File: src/rtl/sm_pkg.sv
package sm_pkg;
    typedef enum logic [2:0] {
        BUS_IDLE, BUS_RX, BUS_ACK, BUS_TX, BUS_RACK, BUS_SKIP
    } bus_st_e;

    typedef enum logic [1:0] {
        PH_DEV, PH_WADDR, PH_DATA
    } phase_e;

    localparam logic [3:0] DEV_ID     = 4'b1010;
    localparam logic [7:0] ARM_CODE   = 8'h02;
    localparam logic [7:0] CREG_LOW   = 8'hFF;
endpackage

File: src/rtl/sm_linemon.sv
module sm_linemon (
    input  logic clk,
    input  logic rst_n,
    input  logic scl_i,
    input  logic sda_i,
    output logic scl_rise,
    output logic scl_fall,
    output logic start_ev,
    output logic stop_ev
);
    logic scl_q;
    logic sda_q;

    always_ff @(posedge clk or negedge rst_n) begin
        if (!rst_n) begin
            scl_q <= 1'b1;
            sda_q <= 1'b1;
        end else begin
            scl_q <= scl_i;
            sda_q <= sda_i;
        end
    end

    assign scl_rise = !scl_q && scl_i;
    assign scl_fall = scl_q && !scl_i;
    assign start_ev = scl_q && scl_i && sda_q && !sda_i;
    assign stop_ev  = scl_q && scl_i && !sda_q && sda_i;
endmodule

File: src/rtl/sm_guard.sv
module sm_guard (
    input  logic [2:0] bp,
    input  logic [1:0] quarter,
    output logic       locked
);
    always_comb begin
        case (bp)
            3'd0:    locked = 1'b0;
            3'd1:    locked = &quarter;
            3'd2:    locked = quarter[1];
            default: locked = 1'b1;
        endcase
    end
endmodule

File: src/rtl/sm_store.sv
module sm_store #(
    parameter int AW = 8,
    parameter int PW = 4
) (
    input  logic             clk,
    input  logic             rst_n,
    input  logic             stg_we,
    input  logic [PW-1:0]    stg_idx,
    input  logic [7:0]       stg_data,
    input  logic             stg_clr,
    input  logic             commit,
    input  logic [AW-PW-1:0] page,
    input  logic [AW-1:0]    rd_addr,
    output logic [7:0]       rd_data
);
    localparam int DEPTH = 1 << AW;
    localparam int PB    = 1 << PW;

    logic [7:0]    mem_q [DEPTH];
    logic [7:0]    stg_q [PB];
    logic [PB-1:0] vld_q;

    always_ff @(posedge clk or negedge rst_n) begin
        if (!rst_n) begin
            for (int i = 0; i < DEPTH; i++) mem_q[i] <= '0;
            for (int j = 0; j < PB; j++) stg_q[j] <= '0;
            vld_q <= '0;
        end else if (commit) begin
            for (int k = 0; k < PB; k++) begin
                if (vld_q[k]) mem_q[{page, PW'(k)}] <= stg_q[k];
            end
            vld_q <= '0;
        end else if (stg_clr) begin
            vld_q <= '0;
        end else if (stg_we) begin
            stg_q[stg_idx] <= stg_data;
            vld_q[stg_idx] <= 1'b1;
        end
    end

    assign rd_data = mem_q[rd_addr];
endmodule

File: src/rtl/sm_slave.sv
module sm_slave #(
    parameter int AW           = 8,
    parameter int PW           = 4,
    parameter int WRITE_CYCLES = 200
) (
    input  logic       clk,
    input  logic       rst_n,
    input  logic       scl_i,
    input  logic       sda_i,
    output logic       sda_pull_o,
    output logic [1:0] wdsel_o
);
    import sm_pkg::*;

    localparam int CW = $clog2(WRITE_CYCLES + 1);

    typedef struct packed {
        bus_st_e       st;
        phase_e        ph;
        logic [3:0]    bitcnt;
        logic [7:0]    sh;
        logic          rw;
        logic          hi;
        logic          cr_sel;
        logic          rd_cr;
        logic          first;
        logic [AW-1:0] ptr;
        logic          pend_arr;
        logic          pend_cr;
        logic [7:0]    cr_data;
        logic          wel;
        logic [1:0]    wd;
        logic [2:0]    bp;
        logic [CW-1:0] wc;
        logic          pull;
    } ctl_t;

    ctl_t ctl_q, ctl_d;

    logic          scl_rise, scl_fall, start_ev, stop_ev;
    logic          busy, prot_hit, commit, stg_we, stg_clr;
    logic [7:0]    rd_data, cr_byte;
    logic [1:0]    ptr_quarter;
    logic [2:0]    cur_bp;

    sm_linemon i_linemon (
        .clk      (clk),
        .rst_n    (rst_n),
        .scl_i    (scl_i),
        .sda_i    (sda_i),
        .scl_rise (scl_rise),
        .scl_fall (scl_fall),
        .start_ev (start_ev),
        .stop_ev  (stop_ev)
    );

    assign ptr_quarter = ctl_q.ptr[AW-1 -: 2];
    assign cur_bp      = ctl_q.bp;

    sm_guard i_guard (
        .bp      (cur_bp),
        .quarter (ptr_quarter),
        .locked  (prot_hit)
    );

    sm_store #(.AW(AW), .PW(PW)) i_store (
        .clk      (clk),
        .rst_n    (rst_n),
        .stg_we   (stg_we),
        .stg_idx  (ctl_q.ptr[PW-1:0]),
        .stg_data (ctl_q.sh),
        .stg_clr  (stg_clr),
        .commit   (commit),
        .page     (ctl_q.ptr[AW-1:PW]),
        .rd_addr  (ctl_q.ptr),
        .rd_data  (rd_data)
    );

    assign busy    = (ctl_q.wc != '0);
    assign cr_byte = {ctl_q.wd, ctl_q.bp, 1'b0, ctl_q.wel, 1'b0};

    always_comb begin
        ctl_d   = ctl_q;
        stg_we  = 1'b0;
        stg_clr = 1'b0;
        commit  = 1'b0;
        if (busy) ctl_d.wc = ctl_q.wc - 1'b1;

        if (stop_ev) begin
            if (ctl_q.pend_arr) begin
                if (prot_hit) begin
                    stg_clr = 1'b1;
                end else begin
                    commit   = 1'b1;
                    ctl_d.wc = CW'(WRITE_CYCLES);
                end
            end
            if (ctl_q.pend_cr) begin
                if (ctl_q.cr_data == ARM_CODE) begin
                    ctl_d.wel = 1'b1;
                end else if (ctl_q.wel) begin
                    ctl_d.wd  = ctl_q.cr_data[7:6];
                    ctl_d.bp  = ctl_q.cr_data[5:3];
                    ctl_d.wel = 1'b0;
                    ctl_d.wc  = CW'(WRITE_CYCLES);
                end
            end
            ctl_d.pend_arr = 1'b0;
            ctl_d.pend_cr  = 1'b0;
            ctl_d.cr_sel   = 1'b0;
            ctl_d.rd_cr    = 1'b0;
            ctl_d.st       = BUS_IDLE;
        end else if (start_ev) begin
            stg_clr        = ctl_q.pend_arr;
            ctl_d.pend_arr = 1'b0;
            ctl_d.pend_cr  = 1'b0;
            ctl_d.rd_cr    = 1'b0;
            ctl_d.bitcnt   = '0;
            ctl_d.ph       = PH_DEV;
            ctl_d.st       = busy ? BUS_IDLE : BUS_RX;
        end else begin
            case (ctl_q.st)
                BUS_RX: begin
                    if (scl_rise) begin
                        ctl_d.sh     = {ctl_q.sh[6:0], sda_i};
                        ctl_d.bitcnt = ctl_q.bitcnt + 1'b1;
                    end else if (scl_fall && ctl_q.bitcnt == 4'd8) begin
                        ctl_d.bitcnt = '0;
                        ctl_d.st     = BUS_ACK;
                        case (ctl_q.ph)
                            PH_DEV: begin
                                if (ctl_q.sh[7:4] == DEV_ID && ctl_q.sh[3:2] == 2'b00) begin
                                    ctl_d.rw = ctl_q.sh[0];
                                    ctl_d.hi = ctl_q.sh[1];
                                    if (!ctl_q.sh[0]) ctl_d.ph = PH_WADDR;
                                end else begin
                                    ctl_d.st = BUS_SKIP;
                                end
                            end
                            PH_WADDR: begin
                                if (!ctl_q.hi) begin
                                    ctl_d.ptr    = ctl_q.sh[AW-1:0];
                                    ctl_d.cr_sel = 1'b0;
                                    ctl_d.first  = 1'b1;
                                    ctl_d.ph     = PH_DATA;
                                end else if (ctl_q.sh == CREG_LOW) begin
                                    ctl_d.cr_sel = 1'b1;
                                    ctl_d.first  = 1'b1;
                                    ctl_d.ph     = PH_DATA;
                                end else begin
                                    ctl_d.st = BUS_SKIP;
                                end
                            end
                            default: begin
                                if (ctl_q.cr_sel) begin
                                    if (ctl_q.first) begin
                                        ctl_d.cr_data = ctl_q.sh;
                                        ctl_d.pend_cr = 1'b1;
                                        ctl_d.first   = 1'b0;
                                    end else begin
                                        ctl_d.st = BUS_SKIP;
                                    end
                                end else begin
                                    stg_we = 1'b1;
                                    ctl_d.ptr[PW-1:0] = ctl_q.ptr[PW-1:0] + 1'b1;
                                    ctl_d.pend_arr    = 1'b1;
                                end
                            end
                        endcase
                    end
                end
                BUS_ACK: begin
                    if (scl_fall) begin
                        ctl_d.bitcnt = '0;
                        if (ctl_q.rw) begin
                            ctl_d.st = BUS_TX;
                            if (ctl_q.cr_sel) begin
                                ctl_d.sh    = cr_byte;
                                ctl_d.rd_cr = 1'b1;
                            end else begin
                                ctl_d.sh  = rd_data;
                                ctl_d.ptr = ctl_q.ptr + 1'b1;
                            end
                        end else begin
                            ctl_d.st = BUS_RX;
                        end
                    end
                end
                BUS_TX: begin
                    if (scl_fall) begin
                        ctl_d.sh     = {ctl_q.sh[6:0], 1'b0};
                        ctl_d.bitcnt = ctl_q.bitcnt + 1'b1;
                        if (ctl_q.bitcnt == 4'd7) begin
                            ctl_d.bitcnt = '0;
                            if (ctl_q.rd_cr) begin
                                ctl_d.st     = BUS_IDLE;
                                ctl_d.rd_cr  = 1'b0;
                                ctl_d.cr_sel = 1'b0;
                            end else begin
                                ctl_d.st = BUS_RACK;
                            end
                        end
                    end
                end
                BUS_RACK: begin
                    if (scl_rise) begin
                        if (sda_i) ctl_d.st = BUS_SKIP;
                        else ctl_d.bitcnt = 4'd1;
                    end else if (scl_fall && ctl_q.bitcnt == 4'd1) begin
                        ctl_d.st     = BUS_TX;
                        ctl_d.bitcnt = '0;
                        ctl_d.sh     = rd_data;
                        ctl_d.ptr    = ctl_q.ptr + 1'b1;
                    end
                end
                default: ;
            endcase
        end

        ctl_d.pull = (ctl_d.st == BUS_ACK) || (ctl_d.st == BUS_TX && !ctl_d.sh[7]);
    end

    always_ff @(posedge clk or negedge rst_n) begin
        if (!rst_n) ctl_q <= '0;
        else        ctl_q <= ctl_d;
    end

    assign sda_pull_o = ctl_q.pull;
    assign wdsel_o    = ctl_q.wd;
endmodule

File: config.mk
export PLATFORM = sky130hd
export DESIGN_NAME = sm_slave
export DESIGN_NICKNAME = d
export VERILOG_FILES = /design/src/rtl/sm_pkg.sv /design/src/rtl/sm_linemon.sv /design/src/rtl/sm_guard.sv /design/src/rtl/sm_store.sv /design/src/rtl/sm_slave.sv
export SDC_FILE = /design/constraint.sdc
export NUM_CORES = 2
export LEC_CHECK = 0
export BUFFER_PORTS_ARGS = -buffer_cell sky130_fd_sc_hd__buf_2
export CORE_AREA = 8 8 439 441
export CTS_CLUSTER_DIAMETER = 40
export DETAILED_ROUTE_END_ITERATION = 7
export DIE_AREA = 0 0 447 449
export PLACE_DENSITY_LB_ADDON = 0.15
export SETUP_SLACK_MARGIN = 0.4
export SYNTH_ARGS = -nofsm -noshare
export SYNTH_HDL_FRONTEND = slang
export SYNTH_HIERARCHICAL = 1
export SYNTH_SLANG_ARGS = --single-unit
File: constraint.sdc
create_clock -name clk -period 7.1 [get_ports clk]
set_input_delay 1.42 -clock clk [delete_from_list [all_inputs] [get_ports clk]]
set_output_delay 1.42 -clock clk [all_outputs]
set_load 0.005 [all_outputs]
==> impl_metrics.csv <==
group,metric,value,unit
critical_path,ff2ff_setup_slack,1.63,ns
route,wire_per_inst,39.26,um
critical_path,worstReg2RegEnd,"sda_pull_o",
timing,rsz0062_at_grt,"no",
yosys,yosys-top-cells-count,"dfrtp_1, mux2_2, mux4_2, nor2_1, clkbuf_1",
critical_path,crit_required,7.92,ns
cts,cts_tree,"built",
floorplanning,chipWidth,447,um
critical_path,cpMostUsedCell,"a211oi_1",
cts,clk_pin_slew,0.05,ns
cts,cts_buffer_depth,4,
timing,maxSlewViolCount,4,
cts,cts_sinks,2249,
cts,cts_buffers,338,
yosys,ys_seq_area_share,55.35,%
critical_path,cp_cell_sequence,"buf_4 -> mux2i_1 -> o221ai_1 -> o22ai_1 -> a211oi_1 -> o32ai_1 -> a211oi_1 -> a222oi_1 -> a2bb2oi_1 -> o211a_1",
floorplanning,num_rows,159,
timing,worst_pin_slew,1.618,ns
critical_path,path_depth,10,
critical_path,worstRegToRegCells,10,
yosys,synth_cells,6540,
yosys,synthDistinctLibCells,88,
cts,htree_levels,5,
power_and_ir_drop,peakVddDrop,277.7,uV
grt,overflow,0,
placed_design,gp_congestion,1.179,
critical_path,critPathArrivalTime,6.29,ns
critical_path,endpoint_kind,"flop",
grt,grt_max_degree,200,
timing,worst_clock_skew,0.04593,ns
worst_hold_path,hp-class,"in2async",
cts,cts-resized-gates,0,
route,dr.pass1.iters,7,
critical_path,cp-endpoint,"sda_pull_o",
yosys,async_reset_ff_share,100.0,%
yosys,synth_fp_nets,6550,
power_and_ir_drop,leakage,54.14,nW
timing,setup_viol,0,
yosys,syn_area_per_cell,15.55,um2
yosys,yosys_warnings,6,
route,vias,64290,
finish,layout-drive-gt1-share,50.32,%
floorplanning,die-area,200700,um2
floorplanning,initial_core_util,54.60,%
timing,clock.fmax,182.9,MHz
outcome,violations,"capacitance limit, slew limit",
outcome,status,"finished, violations left",
floorplanning,fp.dieH,449,um
critical_path,slowest_delay,1.10,ns
critical_path,cp_max_fo,24,
cts,cts_setup_buffers,0,
job,maxCapViolCount,1,
finish,final_util,62.44,%
critical_path,worstReg2RegStart,"ctl_q[25]",
yosys,yosysMostFrequentCell,"dfrtp_1",
yosys,netlist.area_leader.share,55.30,%
critical_path,path_class,"reg2reg",
critical_path,cp_slowest_cell,"a211oi_1",
cts,clockRootBuffer,"clkbuf_16",
timing,period_minus_slack,5.466,ns
critical_path,cp-startpoint,"ctl_q[25]",
yosys,synth-seq-cells,2249,
critical_path,crit_family,"compound AO/OA/AOI/OAI gates",
grt,grt_pass1_wl,518800,um
yosys,synth_edf_count,0,
timing,slew_headroom,-8.788,%
route,first_iter_violations,6560,
placed_design,numPortBuffers,6,
placed_design,dp_hpwl,241800,um
route,drc_errors,0,
route,drt_wl_total,372500,um
yosys,syn_area,101700,um2
finish,fin_nets,6726,
floorplanning,ios,7,
grt,grt_antenna_before_repair,38,
cts,insertion_delay,0.96,ns
critical_path,start_kind,"flop",
route,antenna_left,0,
cts,cts-hold-fix-buffers,0,
grt,track_usage,36.77,%
floorplanning,coreArea,186200,um2
finish,synthToLayoutAreaGrowth,14.36,%
timing,fin_crit_sh,76.99,%
grt,grt_pass1_vias,65149,
yosys,synth_area_leader_cell,"dfrtp_1",
power_and_ir_drop,powerDensity,260.0,nW/um2
critical_path,path_buf_inv,1,
timing,finalHoldViolations,0,
yosys,yosys_most_used_dff,"dfrtp_1",
yosys,synthTopCellsByArea,"dfrtp_1, mux2_2, mux4_2",
route,vias_per_cell,6.777,
timing,setup-tns-final,0,ns
-- metrics by stage --
stage	hold slack [ns]	worst slack, ns	instances	instance area (um2)	power, mW
CTS	0.4774	1.911	9466	116200	30.42
global route	0.4944	1.695	9467	116200	30.99
global placement	0.4600	1.474	8871	104600	13.35
detailed placement	0.4649	1.415	8871	104600	13.36
floorplan	0.4473	3.003	6540	101700	13.07
finish	0.4592	1.634	9487	116300	30.23
-- registers in the layout, summed over array words and instances, names as in the netlist --
signal,count
ctl_q,48
i_store/mem_q,2048
cur_bp,3
cr_byte,1
i_linemon/sda_q,1
sda_pull_o,1
i_store/stg_q,128
wdsel_o,2
i_linemon/scl_q,1
i_store/vld_q,16
-- report_power, final --
group | internal [mW] | total (mW) | switching, mW
Clock | 10.9 | 17.1 | 6.26
Sequential | 12.8 | 12.8 | 0.00226
Combinational | 0.0259 | 0.288 | 0.262
-- layer usage --
metal,global-route usage (%),wire length (um),share of wire (%),vias to the layer above
met5,1.010,381,0.10,-
met4,24.90,31370,8.4,14
met3,9.377,30950,8.3,926
met2,54.06,166100,45,3135
met1,48.15,143600,39,35118
li1,-,-,-,25097
-- cell families after synthesis --
logic type | share of synthesized area (%)
muxes | 36.36
DFF | 55.35
and+or+nand+nor | 2.658
AOI/OAI and AO/OA | 3.258
buffers and inverters | 2.256
adders and majority gates | 0.07383
xor gates and xnor gates | 0.04307
-- cell usage in the layout (no fill, tap or decap), drive strengths merged, types with 8 or more instances in the layout --
cell type     n
nor2        313
nand3        26
a222oi       11
o21ai        55
o221ai       46
nor3         27
buf         219
a22oi        32
nor2b        23
a221oi       45
mux2       2209
mux4        471
clkbuf      405
mux2i       141
clkinv       68
inv          67
diode        21
bufinv       42
a32oi         8
o22ai        39
nand2b       15
a21o         10
nor3b         9
a22o         36
a211oi       33
clkinvlp     36
a21oi        75
nand2       129
dfrtp      2247
-- layout make-up --
type | count | area, um2
inverters | 23 | 86.33
clock buffers | 405 | 9210
well taps | 2495 | 3122
multi-input cells | 3885 | 43160
fillers | 13861 | 69930
diodes | 21 | 52.55
clock inverters | 190 | 2416
flip-flops and latches | 2249 | 56300
repair buffers | 219 | 1932
-- how the worst min path moves through the flow --
stage / depth (start not counted) / to / slack, ns / start
after floorplan: 2 / i_store/vld_q[11] / 0.45 / i_store/vld_q[11]
after global placement: 1 / i_store/vld_q[14] / 0.46 / i_store/vld_q[14]
after detailed placement: 2 / i_store/vld_q[9] / 0.46 / i_store/vld_q[9]
after CTS: 1 / i_store/vld_q[12] / 0.48 / i_store/vld_q[12]
after global routing: 1 / i_store/vld_q[12] / 0.49 / i_store/vld_q[12]
final: 1 / i_store/mem_q[1080] / 0.46 / rst_n
Power figures use the tool's default switching activity.
